`src/rtl/ldr_pkg.sv`:
```
package ldr_pkg;
  typedef enum logic [1:0] {
    OP_IDLE = 2'd0,
    OP_ADDR = 2'd1,
    OP_LO   = 2'd2,
    OP_HI   = 2'd3
  } ld_op_e;
endpackage

```
`src/rtl/ldr_edge.sv`:
```
module ldr_edge (
  input  logic clk_i,
  input  logic rst_ni,
  input  logic load_i,
  output logic fall_o,
  output logic rise_o
);
  logic load_q;

  always_ff @(posedge clk_i or negedge rst_ni) begin
    if (!rst_ni) load_q <= 1'b1;
    else         load_q <= load_i;
  end

  assign fall_o = load_q & ~load_i;
  assign rise_o = ~load_q & load_i;
endmodule

```
`src/rtl/ldr_seq.sv`:
```
module ldr_seq #(
  parameter int NUM_REGS = 19,
  parameter int ADDR_W   = 5,
  parameter int BYTE_W   = 8
) (
  input  logic              clk_i,
  input  logic              rst_ni,
  input  logic              fall_i,
  input  logic              rise_i,
  input  logic              data_phase_i,
  input  logic              hi_byte_i,
  input  logic [BYTE_W-1:0] data_i,
  output logic              we_lo_o,
  output logic              we_hi_o,
  output logic [ADDR_W-1:0] waddr_o
);
  import ldr_pkg::*;

  localparam logic [ADDR_W-1:0] LAST = ADDR_W'(NUM_REGS - 1);

  ld_op_e            op_q;
  logic              auto_q;
  logic              hi_next_q;
  logic [ADDR_W-1:0] addr_q;
  logic [ADDR_W-1:0] start_q;

  always_ff @(posedge clk_i or negedge rst_ni) begin
    if (!rst_ni) begin
      op_q      <= OP_IDLE;
      auto_q    <= 1'b0;
      hi_next_q <= 1'b0;
      addr_q    <= '0;
      start_q   <= '0;
    end else if (fall_i) begin
      if (!data_phase_i) begin
        op_q   <= OP_ADDR;
        auto_q <= hi_byte_i;
      end else if (auto_q) begin
        op_q <= hi_next_q ? OP_HI : OP_LO;
      end else begin
        op_q <= hi_byte_i ? OP_HI : OP_LO;
      end
    end else if (rise_i) begin
      op_q <= OP_IDLE;
      unique case (op_q)
        OP_ADDR: begin
          addr_q    <= data_i[ADDR_W-1:0];
          start_q   <= data_i[ADDR_W-1:0];
          hi_next_q <= 1'b0;
        end
        OP_LO: if (auto_q) hi_next_q <= 1'b1;
        OP_HI: if (auto_q) begin
          hi_next_q <= 1'b0;
          // loop on the loaded start, not on zero
          addr_q    <= (addr_q >= LAST) ? start_q : addr_q + 1'b1;
        end
        default: ;
      endcase
    end
  end

  assign we_lo_o = rise_i && (op_q == OP_LO);
  assign we_hi_o = rise_i && (op_q == OP_HI);
  assign waddr_o = addr_q;
endmodule

```
`src/rtl/ldr_regfile.sv`:
```
module ldr_regfile #(
  parameter int NUM_REGS = 19,
  parameter int ADDR_W   = 5,
  parameter int BYTE_W   = 8
) (
  input  logic                           clk_i,
  input  logic                           rst_ni,
  input  logic                           we_lo_i,
  input  logic                           we_hi_i,
  input  logic [ADDR_W-1:0]              waddr_i,
  input  logic [BYTE_W-1:0]              wdata_i,
  output logic [NUM_REGS*2*BYTE_W-1:0]   regs_o,
  output logic [NUM_REGS-1:0]            strobe_o,
  output logic                           hi_o
);
  localparam int REG_W = 2 * BYTE_W;

  logic in_range;
  assign in_range = {1'b0, waddr_i} < (ADDR_W + 1)'(NUM_REGS);

  always_ff @(posedge clk_i or negedge rst_ni) begin
    if (!rst_ni) hi_o <= 1'b0;
    else         hi_o <= we_hi_i && in_range;
  end

  for (genvar i = 0; i < NUM_REGS; i++) begin : g_reg
    logic             hit;
    logic [REG_W-1:0] val_q;

    assign hit = (waddr_i == ADDR_W'(i));

    always_ff @(posedge clk_i or negedge rst_ni) begin
      if (!rst_ni) begin
        val_q       <= '0;
        strobe_o[i] <= 1'b0;
      end else begin
        strobe_o[i] <= hit && (we_lo_i || we_hi_i);
        if (hit && we_lo_i) val_q[BYTE_W-1:0]     <= wdata_i;
        if (hit && we_hi_i) val_q[REG_W-1:BYTE_W] <= wdata_i;
      end
    end

    assign regs_o[i*REG_W +: REG_W] = val_q;
  end
endmodule

```
`src/rtl/timing_reg_loader.sv`:
```
module timing_reg_loader #(
  parameter int NUM_REGS = 19,
  parameter int BYTE_W   = 8
) (
  input  logic                         clk_i,
  input  logic                         rst_ni,
  input  logic                         load_i,
  input  logic                         data_phase_i,
  input  logic                         hi_byte_i,
  input  logic [BYTE_W-1:0]            data_i,
  output logic [NUM_REGS-1:0]          wr_strobe_o,
  output logic                         wr_hi_o,
  output logic [NUM_REGS*2*BYTE_W-1:0] regs_o
);
  localparam int ADDR_W = $clog2(NUM_REGS);

  logic              fall, rise;
  logic              we_lo, we_hi;
  logic [ADDR_W-1:0] waddr;

  ldr_edge u_edge (
    .clk_i  (clk_i),
    .rst_ni (rst_ni),
    .load_i (load_i),
    .fall_o (fall),
    .rise_o (rise)
  );

  ldr_seq #(
    .NUM_REGS (NUM_REGS),
    .ADDR_W   (ADDR_W),
    .BYTE_W   (BYTE_W)
  ) u_seq (
    .clk_i        (clk_i),
    .rst_ni       (rst_ni),
    .fall_i       (fall),
    .rise_i       (rise),
    .data_phase_i (data_phase_i),
    .hi_byte_i    (hi_byte_i),
    .data_i       (data_i),
    .we_lo_o      (we_lo),
    .we_hi_o      (we_hi),
    .waddr_o      (waddr)
  );

  ldr_regfile #(
    .NUM_REGS (NUM_REGS),
    .ADDR_W   (ADDR_W),
    .BYTE_W   (BYTE_W)
  ) u_rf (
    .clk_i    (clk_i),
    .rst_ni   (rst_ni),
    .we_lo_i  (we_lo),
    .we_hi_i  (we_hi),
    .waddr_i  (waddr),
    .wdata_i  (data_i),
    .regs_o   (regs_o),
    .strobe_o (wr_strobe_o),
    .hi_o     (wr_hi_o)
  );
endmodule

```
`config.mk`:
```
export PLATFORM = sky130hd
export DESIGN_NAME = timing_reg_loader
export DESIGN_NICKNAME = d
export VERILOG_FILES = /design/src/rtl/ldr_pkg.sv /design/src/rtl/ldr_edge.sv /design/src/rtl/ldr_seq.sv /design/src/rtl/ldr_regfile.sv /design/src/rtl/timing_reg_loader.sv
export SDC_FILE = /design/constraint.sdc
export NUM_CORES = 1
export LEC_CHECK = 0
export ABC_AREA = 0
export ABC_CLOCK_PERIOD_IN_PS = 6300
export BUFFER_PORTS_ARGS = -buffer_cell sky130_fd_sc_hd__buf_2
export CELL_PAD_IN_SITES_DETAIL_PLACEMENT = 1
export CELL_PAD_IN_SITES_GLOBAL_PLACEMENT = 2
export CORE_MARGIN = 3
export CORE_UTILIZATION = 35
export CTS_CLUSTER_SIZE = 20
export DETAILED_ROUTE_END_ITERATION = 16
export HOLD_SLACK_MARGIN = 0.12
export PLACE_DENSITY = 0.88
export SYNTH_ARGS = -nofsm -noshare
export SYNTH_HDL_FRONTEND = slang
export SYNTH_SLANG_ARGS = --single-unit
```
`constraint.sdc`:
```
create_clock -name clk_i -period 6.3 [get_ports clk_i]
set_clock_uncertainty 0.1 [all_clocks]
set_input_delay 0.63 -clock clk_i [delete_from_list [all_inputs] [get_ports clk_i]]
set_output_delay 0.63 -clock clk_i [all_outputs]
set_load 0.005 [all_outputs]
```
==> flow_metrics.py <==
metrics = {
    "global_routing": {
        "grt_pass1_vias": 9435,
        "grt_util_met2_pct": 32.1,
        "antenna_found_initial": 4,
        "grt_max_degree": 163,
        "busiest_layer": "met2",
        "use_met1_pct": 24.4,
        "track_usage_pct": 19.2,
        "grt_pass1_wl_mm": 59.4,
        "grt-ovfl-total": 0,
        "use_met3_pct": 4.89,
    },
    "timing": {
        "slew_violations": 0,
        "fmax_mhz": 345,
        "rsz0062_at_grt": "no",
        "layout_min_cycle_time_ns": 2.90,
        "tightest_slew_ns": 1.17,
        "fin_crit_sh_pct": 46.0,
        "fin_worst_hold_slack_ns": 0.237,
        "setup_slack_ns": 3.40,
        "finalHoldViolCount": 0,
        "max_slew_margin_pct": 22.2,
        "tns_ns": 0,
        "setup_violations": 0,
    },
    "power_and_ir_drop": {
        "p_total_uw": 5350,
        "p_int_uw": 3960,
        "p_comb_share_pct": 11.1,
        "clkPwrFrac_pct": 42.8,
        "p_leak_uw": 0.00926,
        "p_sw_uw": 1390,
        "sequentialPowerShare_pct": 46.1,
        "ir_drop_mv": 0.217,
        "switching_share_pct": 26.0,
        "powerDensity_mw_per_mm2": 321,
    },
    "synthesis": {
        "synthesis.nets": 875,
        "synth_top_cell_by_area": "dfrtp_1",
        "netlist_top_cells_area": "dfrtp_1 (64%), mux2_2 (26%), clkbuf_1 (1.0%)",
        "yosysWarnings": 0,
        "synth_seq_cells": 339,
        "post-synth-top-area-fraction_pct": 64.1,
        "synth-edff-count": 0,
        "synth-seq-area-share_pct": 64.3,
        "avgSynthCellArea_um2": 15.4,
        "synthFlopType": "dfrtp_1",
        "synth_area_mm2": 0.0132,
        "async_flop_share_pct": 100,
        "syn_inst": 855,
        "synth_cell_types": 45,
    },
    "critical_path": {
        "cp_max_fo": 13,
        "worst_ep_arrival_time_ns": 3.23,
        "path_cells": "dlygate4sd3_1 > buf_2 > ha_1 > and3_1 > nand2_1 > nor2_2 > mux2_2",
        "required_ns": 6.63,
        "end_kind": "flip-flop",
        "slowest_delay_ns": 0.55,
        "critPathLaunchType": "input pin",
        "cpMaxStageDelayCell": "dlygate4sd3_1",
        "crit_type": "in2reg",
    },
    "route": {
        "drt_wl_total_mm": 38.9,
        "firstDrtPassIters": 4,
        "drt-initial-drc-count": 288,
        "drc": 0,
        "vias": 8506,
        "drt-wirelength-per-cell_um": 22.6,
        "via_per_inst": 4.94,
        "ant_nets": 0,
    },
    "place": {
        "hpwlAfterDp_mm": 25.3,
        "routabilityCongestion": 0.770,
        "pre_cts_ws_ns": 3.40,
        "numPortBuffers": 336,
    },
    "die": {
        "start_util_pct": 35.8,
        "coreArea_mm2": 0.0369,
        "rows": 70,
        "fp.dieH_um": 200,
        "die_area_mm2": 0.0400,
        "ios": 337,
        "fp.dieW_um": 200,
    },
    "cts": {
        "cts_made_buffers": 39,
        "cts_root_buf": "clkbuf_16",
        "postCtsSetupRepairBufs": 0,
        "cts_tree": "yes",
        "clk_path_buf_depth": 3,
        "cts_sinks": 339,
        "path_clk_slew_ns": 0.06,
        "cts-resized-gates": 0,
        "htree_levels": 2,
        "clk_latency_ns": 0.55,
    },
    "cells_and_area": {
        "mostFrequentLayoutCells": "dfrtp_1 (338), buf_2 (335), mux2_2 (307)",
        "post-route-util_pct": 45.2,
        "drive_above_1_share_pct": 61.2,
        "nets": 1209,
        "mostFrequentLayoutCell": "dfrtp_1",
        "syn_to_final_growth_pct": 26.4,
    },
    "status": {
        "status": "finished, final reports clean",
    },
    "worst_hold_path": {
        "min_path_type": "in2reg",
    },
    "run": {
        "drv_cap": 0,
    },
}
-- Yosys cell counts, types with 2 or more instances --
cell      number
dfrtp_1      338
mux2_2       307
clkbuf_1      36
nor2_1        23
nand2_1       21
nor2_2        17
nand3_1        9
o21ai_0        9
nand2_2        8
nor2b_1        8
ha_1           7
inv_1          7
buf_2          6
buf_4          5
a31oi_1        4
nand2b_1       4
nand4_1        4
a21oi_1        3
and3_1         3
mux2_1         3
nor2_4         3
nand4b_1       2
nor3_1         2
nor3_4         2
nor4_4         2
nor4b_1        2
xor2_1         2
-- through the flow --
step / area [µm²] / instances
floorplan: 13200 / 855
global placement: 15300 / 1650
detailed placement: 15300 / 1650
CTS: 16700 / 1721
global route: 16700 / 1722
finish: 16700 / 1723
-- registers in the layout, indices dropped and copies added, names as in the netlist --
signal           flops
u_rf.g.val_q       304
u_rf.strobe_o       19
u_seq.start_q        5
u_seq.waddr_o        5
u_seq.op_q           2
u_edge.load_q        1
u_rf.hi_o            1
u_seq.auto_q         1
u_seq.hi_next_q      1
-- path summary, 6_finish.rpt --
check,startpoint,end,slack (ns),depth (start not counted)
setup / recovery,load_i,u_rf.g_reg[11].val_q[10],3.40,7
hold / removal,hi_byte_i,u_seq.auto_q,0.24,2
setup reg to reg,u_seq.waddr_o[0],u_rf.g_reg[6].val_q[9],3.72,5
hold reg to reg,u_rf.g_reg[3].val_q[4],u_rf.g_reg[3].val_q[4],0.39,1
max in group asynchronous,rst_ni,u_rf.g_reg[5].val_q[3],3.88,3
min in group asynchronous,rst_ni,u_rf.g_reg[13].val_q[0],0.59,2
-- worst max-delay path, delay by kind of cell --
kind / cells / cell delay, ns
adder cells (fa/ha/maj): 1 / 0.41
buffers and inverters: 2 / 0.68
multiplexers: 1 / 0.40
AND/OR/NAND/NOR: 3 / 1.10
-- cell families after synthesis --
logic type / after synthesis / synth area share [%]
buffers and inverters: 54 / 1.74
muxes: 311 / 26.5
DFF: 339 / 64.3
xor gates and xnor gates: 2 / 0.133
adders and majority gates: 7 / 0.664
AOI/OAI and AO/OA: 25 / 1.29
and+or+nand+nor: 117 / 5.30
-- power by group through the flow --
stage / Sequential (µW) / Combinational, µW / Clock [µW]
finish: 2460 / 593 / 2290
global route: 2490 / 653 / 2460
CTS: 2460 / 606 / 2370
detailed placement: 2500 / 601 / 0
global placement: 2490 / 584 / 0
floorplan: 2440 / 367 / 0
-- timing repair --
action                                 CTS  global route
hold buffers                             2             0
endpoints found under the hold margin   95             0
setup endpoints to repair                0             0
-- layout make-up --
class | count | area (µm²)
Sequential cell | 339 | 8480
Multi-Input combinational cell | 462 | 4480
Clock inverter | 18 | 216
Timing Repair Buffer | 340 | 1740
Fill cell | 3793 | 20200
Tap cell | 504 | 631
Inverter | 7 | 26.3
Antenna cell | 2 | 5.00
Clock buffer | 51 | 1090
-- layer usage --
layer  share of wire (%)  vias up
li1                    -     3675
met2                  48      273
met1                  43     4490
met5                   0        -
met3                 6.6       68
met4                 2.5        0
Power figures use the tool's default switching activity.
